<file path="config.mk">
export PLATFORM = sky130hd
export DESIGN_NAME = mdio_c45_master
export DESIGN_NICKNAME = d
export VERILOG_FILES = /design/src/rtl/mdio_c45_pkg.sv /design/src/rtl/mdio_mdc_gen.sv /design/src/rtl/mdio_frame_engine.sv /design/src/rtl/mdio_c45_master.sv
export SDC_FILE = /design/constraint.sdc
export NUM_CORES = 1
export LEC_CHECK = 0
export ABC_CLOCK_PERIOD_IN_PS = 14500
export BUFFER_PORTS_ARGS = -buffer_cell sky130_fd_sc_hd__clkbuf_2
export CAP_MARGIN = 40
export CORE_MARGIN = 5
export CORE_UTILIZATION = 55
export DETAILED_ROUTE_END_ITERATION = 7
export PLACE_DENSITY = 0.8
export SLEW_MARGIN = 20
export SYNTH_ARGS = -nofsm -noshare
export SYNTH_HDL_FRONTEND = slang
export SYNTH_HIERARCHICAL = 1
export SYNTH_SLANG_ARGS = --single-unit
</file>
<file path="constraint.sdc">
create_clock -name clk -period 14.5 [get_ports clk]
set_input_delay 2.9 -clock clk [delete_from_list [all_inputs] [get_ports clk]]
set_output_delay 2.9 -clock clk [all_outputs]
set_load 0.05 [all_outputs]
</file>
<file path="src/rtl/mdio_c45_pkg.sv">
package mdio_c45_pkg;
  localparam int PHY_AW      = 5;
  localparam int PAYLOAD_W   = 16;
  localparam int PRE_BITS    = 32;
  localparam int FRAME_BITS  = PRE_BITS + 4 + 2*PHY_AW + 2 + PAYLOAD_W;
  localparam int IDX_W       = $clog2(FRAME_BITS);
  localparam int RELEASE_IDX = FRAME_BITS - PAYLOAD_W - 2;
  localparam int TA2_IDX     = RELEASE_IDX + 1;

  localparam logic [1:0] REG_STAT = 2'd0;
  localparam logic [1:0] REG_CTRL = 2'd1;
  localparam logic [1:0] REG_ADDR = 2'd2;
  localparam logic [1:0] REG_DATA = 2'd3;

  localparam int STAT_BUSY_BIT = 0;
  localparam int STAT_ERR_BIT  = 1;
  localparam int STAT_DIV_LSB  = 8;
  localparam int CTRL_DEV_LSB  = 0;
  localparam int CTRL_PORT_LSB = 8;
  localparam int CTRL_RD_BIT   = 15;
  localparam int DATA_BUSY_BIT = 31;

  typedef enum logic [1:0] {
    OP_ADDR  = 2'b00,
    OP_WRITE = 2'b01,
    OP_READ  = 2'b11
  } mdio_op_e;
endpackage

</file>
<file path="src/rtl/mdio_mdc_gen.sv">
module mdio_mdc_gen #(
  parameter int DIV_W = 8
) (
  input  logic             clk,
  input  logic             rst_n,
  input  logic             run_i,
  input  logic [DIV_W-1:0] div_i,
  output logic             mdc_o,
  output logic             rise_o,
  output logic             fall_o
);
  logic [DIV_W-1:0] cnt_q, cnt_d;
  logic             mdc_q, mdc_d;
  logic             wrap;

  assign wrap   = run_i && (cnt_q == div_i);
  assign rise_o = wrap && !mdc_q;
  assign fall_o = wrap &&  mdc_q;
  assign mdc_o  = mdc_q;

  always_comb begin
    cnt_d = cnt_q;
    mdc_d = mdc_q;
    if (!run_i) begin
      cnt_d = '0;
      mdc_d = 1'b0;
    end else if (wrap) begin
      cnt_d = '0;
      mdc_d = !mdc_q;
    end else begin
      cnt_d = cnt_q + 1'b1;
    end
  end

  always_ff @(posedge clk or negedge rst_n) begin
    if (!rst_n) begin
      cnt_q <= '0;
      mdc_q <= 1'b0;
    end else begin
      cnt_q <= cnt_d;
      mdc_q <= mdc_d;
    end
  end

  // the phase counter never passes the programmed half period
  a_r2_cnt_bound: assert property (@(posedge clk) disable iff (!rst_n)
    run_i |-> (cnt_q <= div_i));
endmodule

</file>
<file path="src/rtl/mdio_frame_engine.sv">
module mdio_frame_engine
  import mdio_c45_pkg::*;
(
  input  logic                 clk,
  input  logic                 rst_n,
  input  logic                 start_i,
  input  mdio_op_e             op_i,
  input  logic [PHY_AW-1:0]    port_i,
  input  logic [PHY_AW-1:0]    dev_i,
  input  logic [PAYLOAD_W-1:0] payload_i,
  input  logic                 rise_i,
  input  logic                 fall_i,
  input  logic                 mdio_i,
  output logic                 active_o,
  output logic                 mdo_o,
  output logic                 oe_o,
  output logic                 done_o,
  output logic [PAYLOAD_W-1:0] rd_data_o,
  output logic                 rd_err_o
);
  localparam logic [IDX_W-1:0] LAST_IDX = IDX_W'(FRAME_BITS - 1);
  localparam logic [IDX_W-1:0] REL_IDX  = IDX_W'(RELEASE_IDX);
  localparam logic [IDX_W-1:0] TA2      = IDX_W'(TA2_IDX);

  logic                  active_q, active_d;
  logic                  is_rd_q, is_rd_d;
  logic [IDX_W-1:0]      idx_q, idx_d;
  logic [FRAME_BITS-1:0] sh_q, sh_d;
  logic [PAYLOAD_W-1:0]  rdat_q, rdat_d;
  logic                  err_q, err_d;

  assign active_o  = active_q;
  assign mdo_o     = sh_q[FRAME_BITS-1];
  assign oe_o      = active_q && !(is_rd_q && (idx_q >= REL_IDX));
  assign done_o    = active_q && fall_i && (idx_q == LAST_IDX);
  assign rd_data_o = rdat_q;
  assign rd_err_o  = err_q;

  always_comb begin
    active_d = active_q;
    is_rd_d  = is_rd_q;
    idx_d    = idx_q;
    sh_d     = sh_q;
    rdat_d   = rdat_q;
    err_d    = err_q;
    if (!active_q) begin
      if (start_i) begin
        active_d = 1'b1;
        is_rd_d  = (op_i == OP_READ);
        idx_d    = '0;
        err_d    = 1'b0;
        sh_d     = {{PRE_BITS{1'b1}}, 2'b00, op_i, port_i, dev_i, 2'b10, payload_i};
      end
    end else begin
      if (rise_i && is_rd_q) begin
        if (idx_q == TA2) err_d = mdio_i;
        if (idx_q > TA2)  rdat_d = {rdat_q[PAYLOAD_W-2:0], mdio_i};
      end
      if (fall_i) begin
        if (idx_q == LAST_IDX) begin
          active_d = 1'b0;
        end else begin
          idx_d = idx_q + 1'b1;
          sh_d  = {sh_q[FRAME_BITS-2:0], 1'b1};
        end
      end
    end
  end

  always_ff @(posedge clk or negedge rst_n) begin
    if (!rst_n) begin
      active_q <= 1'b0;
      is_rd_q  <= 1'b0;
      idx_q    <= '0;
      sh_q     <= '0;
      rdat_q   <= '0;
      err_q    <= 1'b0;
    end else begin
      active_q <= active_d;
      is_rd_q  <= is_rd_d;
      idx_q    <= idx_d;
      sh_q     <= sh_d;
      rdat_q   <= rdat_d;
      err_q    <= err_d;
    end
  end

  // a frame only ends on a falling MDC edge
  a_r9_end_on_fall: assert property (@(posedge clk) disable iff (!rst_n)
    $fell(active_q) |-> $past(fall_i));
endmodule

</file>
<file path="src/rtl/mdio_c45_master.sv">
module mdio_c45_master
  import mdio_c45_pkg::*;
#(
  parameter int DIV_W = 8,
  parameter int DIV_RST = 100
) (
  input  logic        clk,
  input  logic        rst_n,
  input  logic        bus_wr_i,
  input  logic [1:0]  bus_addr_i,
  input  logic [31:0] bus_wdata_i,
  output logic [31:0] bus_rdata_o,
  output logic        mdc_o,
  input  logic        mdio_i,
  output logic        mdio_o,
  output logic        mdio_oe_o
);
  logic [1:0] rst_pipe;
  logic       rst_int_n;

  always_ff @(posedge clk or negedge rst_n) begin
    if (!rst_n) rst_pipe <= 2'b00;
    else        rst_pipe <= {rst_pipe[0], 1'b1};
  end
  assign rst_int_n = rst_pipe[1];

  logic [DIV_W-1:0]     div_q, div_d;
  logic [PHY_AW-1:0]    port_q, port_d, dev_q, dev_d;
  logic [PAYLOAD_W-1:0] addr_q, addr_d, data_q, data_d;
  logic                 err_q, err_d, abusy_q, abusy_d, dbusy_q, dbusy_d;
  logic                 rdpend_q, rdpend_d;

  logic                 eng_active, eng_done, eng_err, rise, fall, wr_ok, start;
  logic                 wr_rd_req;
  logic [PAYLOAD_W-1:0] eng_rdata;
  logic [PHY_AW-1:0]    st_port, st_dev;
  mdio_op_e             st_op;

  assign wr_ok     = bus_wr_i && !eng_active;
  assign wr_rd_req = (bus_addr_i == REG_CTRL) && bus_wdata_i[CTRL_RD_BIT];
  assign start     = wr_ok && ((bus_addr_i == REG_ADDR) || (bus_addr_i == REG_DATA) || wr_rd_req);
  assign st_op     = (bus_addr_i == REG_ADDR) ? OP_ADDR :
                     (bus_addr_i == REG_DATA) ? OP_WRITE : OP_READ;
  assign st_port   = wr_rd_req ? bus_wdata_i[CTRL_PORT_LSB +: PHY_AW] : port_q;
  assign st_dev    = wr_rd_req ? bus_wdata_i[CTRL_DEV_LSB +: PHY_AW] : dev_q;

  mdio_mdc_gen #(.DIV_W(DIV_W)) mdc_gen_i (
    .clk(clk), .rst_n(rst_int_n), .run_i(eng_active), .div_i(div_q),
    .mdc_o(mdc_o), .rise_o(rise), .fall_o(fall)
  );

  mdio_frame_engine frame_i (
    .clk(clk), .rst_n(rst_int_n), .start_i(start), .op_i(st_op),
    .port_i(st_port), .dev_i(st_dev), .payload_i(bus_wdata_i[PAYLOAD_W-1:0]),
    .rise_i(rise), .fall_i(fall), .mdio_i(mdio_i),
    .active_o(eng_active), .mdo_o(mdio_o), .oe_o(mdio_oe_o), .done_o(eng_done),
    .rd_data_o(eng_rdata), .rd_err_o(eng_err)
  );

  always_comb begin
    div_d = div_q;  port_d = port_q;  dev_d = dev_q;
    addr_d = addr_q; data_d = data_q; err_d = err_q;
    abusy_d = abusy_q; dbusy_d = dbusy_q; rdpend_d = rdpend_q;
    if (wr_ok) begin
      case (bus_addr_i)
        REG_STAT: div_d = bus_wdata_i[STAT_DIV_LSB +: DIV_W];
        REG_CTRL: begin
          port_d = bus_wdata_i[CTRL_PORT_LSB +: PHY_AW];
          dev_d  = bus_wdata_i[CTRL_DEV_LSB +: PHY_AW];
          if (wr_rd_req) begin
            dbusy_d = 1'b1; rdpend_d = 1'b1; err_d = 1'b0;
          end
        end
        REG_ADDR: begin addr_d = bus_wdata_i[PAYLOAD_W-1:0]; abusy_d = 1'b1; end
        default:  begin data_d = bus_wdata_i[PAYLOAD_W-1:0]; dbusy_d = 1'b1; end
      endcase
    end
    if (eng_done) begin
      abusy_d = 1'b0; dbusy_d = 1'b0; rdpend_d = 1'b0;
      if (rdpend_q) begin
        err_d  = eng_err;
        data_d = eng_err ? '1 : eng_rdata;
      end
    end
  end

  always_ff @(posedge clk or negedge rst_int_n) begin
    if (!rst_int_n) begin
      div_q <= DIV_W'(DIV_RST); port_q <= '0; dev_q <= '0;
      addr_q <= '0; data_q <= '0; err_q <= 1'b0;
      abusy_q <= 1'b0; dbusy_q <= 1'b0; rdpend_q <= 1'b0;
    end else begin
      div_q <= div_d; port_q <= port_d; dev_q <= dev_d;
      addr_q <= addr_d; data_q <= data_d; err_q <= err_d;
      abusy_q <= abusy_d; dbusy_q <= dbusy_d; rdpend_q <= rdpend_d;
    end
  end

  always_comb begin
    bus_rdata_o = '0;
    case (bus_addr_i)
      REG_STAT: begin
        bus_rdata_o[STAT_BUSY_BIT] = abusy_q;
        bus_rdata_o[STAT_ERR_BIT]  = err_q;
        bus_rdata_o[STAT_DIV_LSB +: DIV_W] = div_q;
      end
      REG_CTRL: begin
        bus_rdata_o[CTRL_PORT_LSB +: PHY_AW] = port_q;
        bus_rdata_o[CTRL_DEV_LSB +: PHY_AW]  = dev_q;
      end
      REG_ADDR: bus_rdata_o[PAYLOAD_W-1:0] = addr_q;
      default: begin
        bus_rdata_o[PAYLOAD_W-1:0] = data_q;
        bus_rdata_o[DATA_BUSY_BIT] = dbusy_q;
      end
    endcase
  end

  // MDC rests low outside frames
  a_r2_idle_mdc_low: assert property (@(posedge clk) disable iff (!rst_int_n)
    !eng_active |-> !mdc_o);
  // only one phase busy flag at a time
  a_r3_busy_exclusive: assert property (@(posedge clk) disable iff (!rst_int_n)
    $onehot0({abusy_q, dbusy_q}));
  // a busy flag is up exactly while the serializer runs
  a_r9_busy_matches_frame: assert property (@(posedge clk) disable iff (!rst_int_n)
    (abusy_q || dbusy_q) == eng_active);
  // configuration is frozen during a frame
  a_r7_regs_frozen: assert property (@(posedge clk) disable iff (!rst_int_n)
    eng_active |=> ($stable(addr_q) && $stable(div_q) && $stable(port_q) && $stable(dev_q)));
  // a missing response fills the data register with ones
  a_r6_err_fill: assert property (@(posedge clk) disable iff (!rst_int_n)
    (eng_done && rdpend_q && eng_err) |=> (err_q && (data_q == '1)));
endmodule

</file>
[After elaboration in Yosys (flattened, before gate mapping)]
Cells that the tools add are included.
Word-level totals
  word-level logic and storage cells: 122
  output and inout port bits: 35
  register bits: 154
Cells by class
  multiplexer cells: 50
  bitwise gates (word level): 1
  order comparisons: 2
  add/subtract/negate cells: 2
  equality and inequality tests: 14
  reductions and logical operators: 35
Operators with widths (count)
  $mux 64: 4
  $mux 16: 5
  $mux 1: 25
  $mux 6: 4
  $pmux 3 s3: 2
  $mux 8: 2
  $pmux 5 s3: 1
  $reduce_and 3->1: 5
  $eq 6x6->1 const B: 2
  $logic_and 1x1->1: 11
  $mux 5: 2
  $reduce_and 2->1: 5
  $reduce_bool 2->1: 5
  $add 8x1->8 const B: 1
  $eq 8x8->1: 1
  $ne 2x2->1 const B: 4
  $add 6x1->6 const B: 1
  $eq 2x2->1 const B: 3
  $ge 6x6->1 const B: 1
  $gt 6x6->1 const B: 1
  $pmux 2 s3: 1
  $pmux 3 s2: 1
  $mux 2: 2
  $ne 2x1->1 const B: 2
  9 further kinds: 13

[Longest topological paths before layout]
  depth in word-level cells: 7
  mapped depth: 11
  mapped depth without buffers: 9

[Cells and area by module]
The synthesis kept the hierarchy.
Modules (own cells, without submodules)
  mdio_frame_engine: area an instance 3956.3 sq um, cells each 372, seq. area each 2227.1 sq um, instances 1
  mdio_c45_master: area an instance 2982.9 sq um, cells each 254, seq. area each 1405.1 sq um, instances 1
  mdio_mdc_gen: area an instance 493.0 sq um, cells each 49, seq. area each 225.2 sq um, instances 1

[Worst setup path before layout]
Ideal clock, no wire load.
  path kind: input to output
  start point: in bus_addr_i[1]
  end point: out bus_rdata_o[13]
  cell stages on the path: 5
  arrival time: 4.562 ns
  path slack: 7.038 ns
  path buffers: 3
  cell sequence: buf_6 -> buf_2 -> inv_1 -> buf_2 -> o21ai_0
Between the ends
  word-level cells in the longest chain between the ends: 2
  elaborated cells between the ends (all ways): 4
Ends and longest elaborated chain
  start: declaration: line mdio_c45_master.sv:10  | input logic [1:0] bus_addr_i,
  $eq 2x2->1 (tied with other cells): line mdio_c45_master.sv:101  | case (bus_addr_i)
  $pmux 3 s3 *: line mdio_c45_master.sv:101
  end: declaration: line mdio_c45_master.sv:12  | output logic [31:0] bus_rdata_o,
Mark *: on every way between the ends. The rest lies on a longest branch, timed or not.

[Worst setup path after layout]
  start point: in bus_addr_i[0]
  end point: out bus_rdata_o[1]
Between the ends
  word-level cells in the longest chain between the ends: 2
  elaborated cells between the ends (all ways): 4
Ends and longest elaborated chain (line)
  $eq 2x2->1 (tied with other cells): mdio_c45_master.sv:101
  $pmux 2 s3 *: mdio_c45_master.sv:101
Marked as above.

==> impl_metrics.py <==
metrics = {
    "floorplan": {
        "coreArea_mm2": 0.0132,
        "die_x_um": 126,
        "dieArea_mm2": 0.0159,
        "start_util": 0.561,
        "die_y_um": 126,
        "pin_count": 73,
        "rows": 42,
    },
    "clock_tree": {
        "cts_buffer_depth": 2,
        "cts_tree": "yes",
        "holdBufCountCts": 0,
        "numCtsBuffers": 17,
        "clkTransAtPathRegs_ns": 0.06,
        "cts_resized": 0,
        "cts_max_level": 4,
        "root_buffer": "clkbuf_16",
        "postCtsSetupRepairBufs": 0,
        "clkLatencyLatePin_ns": 0.42,
        "clock-sinks": 154,
    },
    "worst_setup_path": {
        "timing.rr.end": "data_q[3]",
        "crit_slowest_cell": "mux4_2",
        "worstPathCellList": "clkbuf_2 -> mux4_2 -> clkbuf_2",
        "endpoint_kind": "primary output",
        "r2r_cells": 10,
        "ff2ff_setup_slack_ns": 11.21,
        "critical_path_class": "in -> out",
        "arrival_ns": 4.45,
        "cp_max_fo": 26,
        "r2r_start": "div_q[2]",
        "cp-start-kind": "primary input",
        "crit_start": "bus_addr_i[0]",
        "endpoint": "bus_rdata_o[1]",
        "worstPathRequired_ns": 11.60,
        "crit_top_cell": "clkbuf_2",
        "cp_slowest_stage_delay_ns": 0.65,
    },
    "global_route": {
        "grt_usage": 0.204,
        "grt_pass1_wl_mm": 26.1,
        "first_global_vias": 5186,
        "overflow": 0,
        "grt_max_degree": 88,
        "antenna_found_initial": 0,
    },
    "sta": {
        "tightest_slew_ns": 0.817,
        "fin_crit_sh": 0.507,
        "finalHoldViolCount": 0,
        "hold_ws_ns": 0.0987,
        "rsz0062_at_grt": "false",
        "setup_ws_ns": 7.15,
        "min_period_ns": 7.35,
        "slew_viol_final": 0,
        "skew_ns": 0.00700,
        "max_freq_ghz": 0.136,
        "final.setup.tns_ns": 0,
        "report.final.setup_viol": 0,
        "max-slew-margin-rel": 0.455,
    },
    "place": {
        "dpl.hpwl_mm": 9.90,
        "place_area_mm2": 0.00760,
        "post-place-ws_ns": 7.18,
        "gp_congestion": 0.846,
        "port_buffers": 41,
    },
    "routing": {
        "ant_nets": 0,
        "drt_wl_total_mm": 15.4,
        "drt-vias-per-instance": 5.67,
        "vias": 5050,
        "drc": 0,
        "routedWlPerCell_um": 17.3,
        "drt-pass1-iter-count": 4,
        "drtIter0Drc": 367,
    },
    "power_and_ir_drop": {
        "max-vdd-ir-drop_mv": 0.135,
        "pwr_density_cell_mw_per_mm2": 193,
        "leakage_nw": 3.95,
    },
    "run_status": {
        "run_status": "completed",
    },
    "yosys": {
        "synth_edf_count": 0,
        "syn_area_per_cell_um2": 11.0,
        "synthArstFlopShare": 1.00,
        "ys_seq_elements": 154,
        "syn_area_mm2": 0.00743,
        "yosys_warnings": 6,
        "yosysUniqueCellTypes": 49,
        "synthCells": 675,
        "synth_top_flop_cell": "dfrtp_1",
        "seq_area_frac_synth": 0.519,
    },
    "cells_and_area": {
        "area_growth_pct": 11.1,
        "nets": 743,
        "stdcell_area_mm2": 0.00826,
        "n_antenna_cell": 0,
        "layout_common_cells": "dfrtp_1 (149), nand2_1 (120), o21ai_0 (63)",
        "register_area_mm2": 0.00386,
        "multi_input_area_mm2": 0.00319,
        "drive_above_1_share": 0.239,
        "final_common_cell": "dfrtp_1",
        "fin_util": 0.623,
        "nFillCells": 994,
    },
    "flow_run": {
        "drv_cap": 0,
    },
    "hold_path": {
        "hp-class": "reg -> async",
    },
}
## Yosys cell counts (all sizes together), types with 8 or more instances
library cell	n	area [um2]
nor2b	34	220
xnor2	10	87.6
nand3	8	50.1
nand2	120	450
clkbuf	13	56.3
o21ai	79	444
buf	44	355
mux2i	38	380
nor3	18	101
dfrtp	151	3780
a31oi	17	106
nor2	23	86.3
mux2	61	724
## worst max-delay path: cells and delay by family
family / cells / cell delay [ns]
buf+inv: 2 / 0.87
mux: 1 / 0.65
## registers in the layout, summed over array words and instances, names as in the netlist
name,flops
frame_i/sh_q,64
addr_q,16
data_q,16
frame_i/rd_data_o,16
div_q,8
mdc_gen_i/cnt_q,8
frame_i/idx_q,6
dev_q,5
port_q,5
rst_pipe,2
abusy_q,1
dbusy_q,1
err_q,1
frame_i/active_o,1
frame_i/is_rd_q,1
frame_i/rd_err_o,1
mdc_gen_i/mdc_o,1
rdpend_q,1
## area by class of cell
class / count / share of cell area
sequential: 154 / 0.468
multi-input combinational: 472 / 0.387
clock buffer: 19 / 0.0536
timing repair buffer: 51 / 0.0441
tap: 176 / 0.0267
clock inverter: 13 / 0.0183
inverter: 6 / 0.00273
## stage by stage
step	instances	power, mW
floorplan	689	1.04
finish	891	1.59
global route	891	1.69
detailed placement	856	1.15
CTS	888	1.60
global placement	852	1.11
## report_power, final
| part | switching [mW] | internal (mW) |
|---|---|---|
| clock | 0.171 | 0.273 |
| sequential | 0.105 | 0.591 |
| combinational | 0.258 | 0.194 |
## worst min path at each step
stage                            from          endpoint  slack [ns]
after global placement    rst_pipe[0]       rst_pipe[1]        0.34
after floorplan           rst_pipe[0]       rst_pipe[1]        0.33
after CTS                 rst_pipe[0]       rst_pipe[1]        0.36
after global routing      rst_pipe[1]  frame_i/sh_q[21]        0.10
after detailed placement  rst_pipe[0]       rst_pipe[1]        0.35
final                     rst_pipe[1]  frame_i/sh_q[21]         0.1
## cell families after synthesis
| kind of cell | count (synthesis) | synth area share |
|---|---|---|
| compound gates | 105 | 0.0825 |
| xor+xnor | 14 | 0.0165 |
| fa+ha+maj | 3 | 0.00505 |
| buf+inv | 63 | 0.0584 |
| flops | 154 | 0.519 |
| mux | 106 | 0.170 |
| other cells | 2 | 0.00101 |
| simple gates | 228 | 0.147 |
## routing by layer
metal | global-route usage | vias to the layer above | part of all wire
met1 | 0.273 | 2535 | 0.44
met5 | 0 | - | 0
met2 | 0.318 | 134 | 0.49
met4 | 0.0984 | 0 | 0.027
li1 | - | 2350 | -
met3 | 0.0457 | 31 | 0.045
No activity file was read; power rests on OpenSTA's default activity.
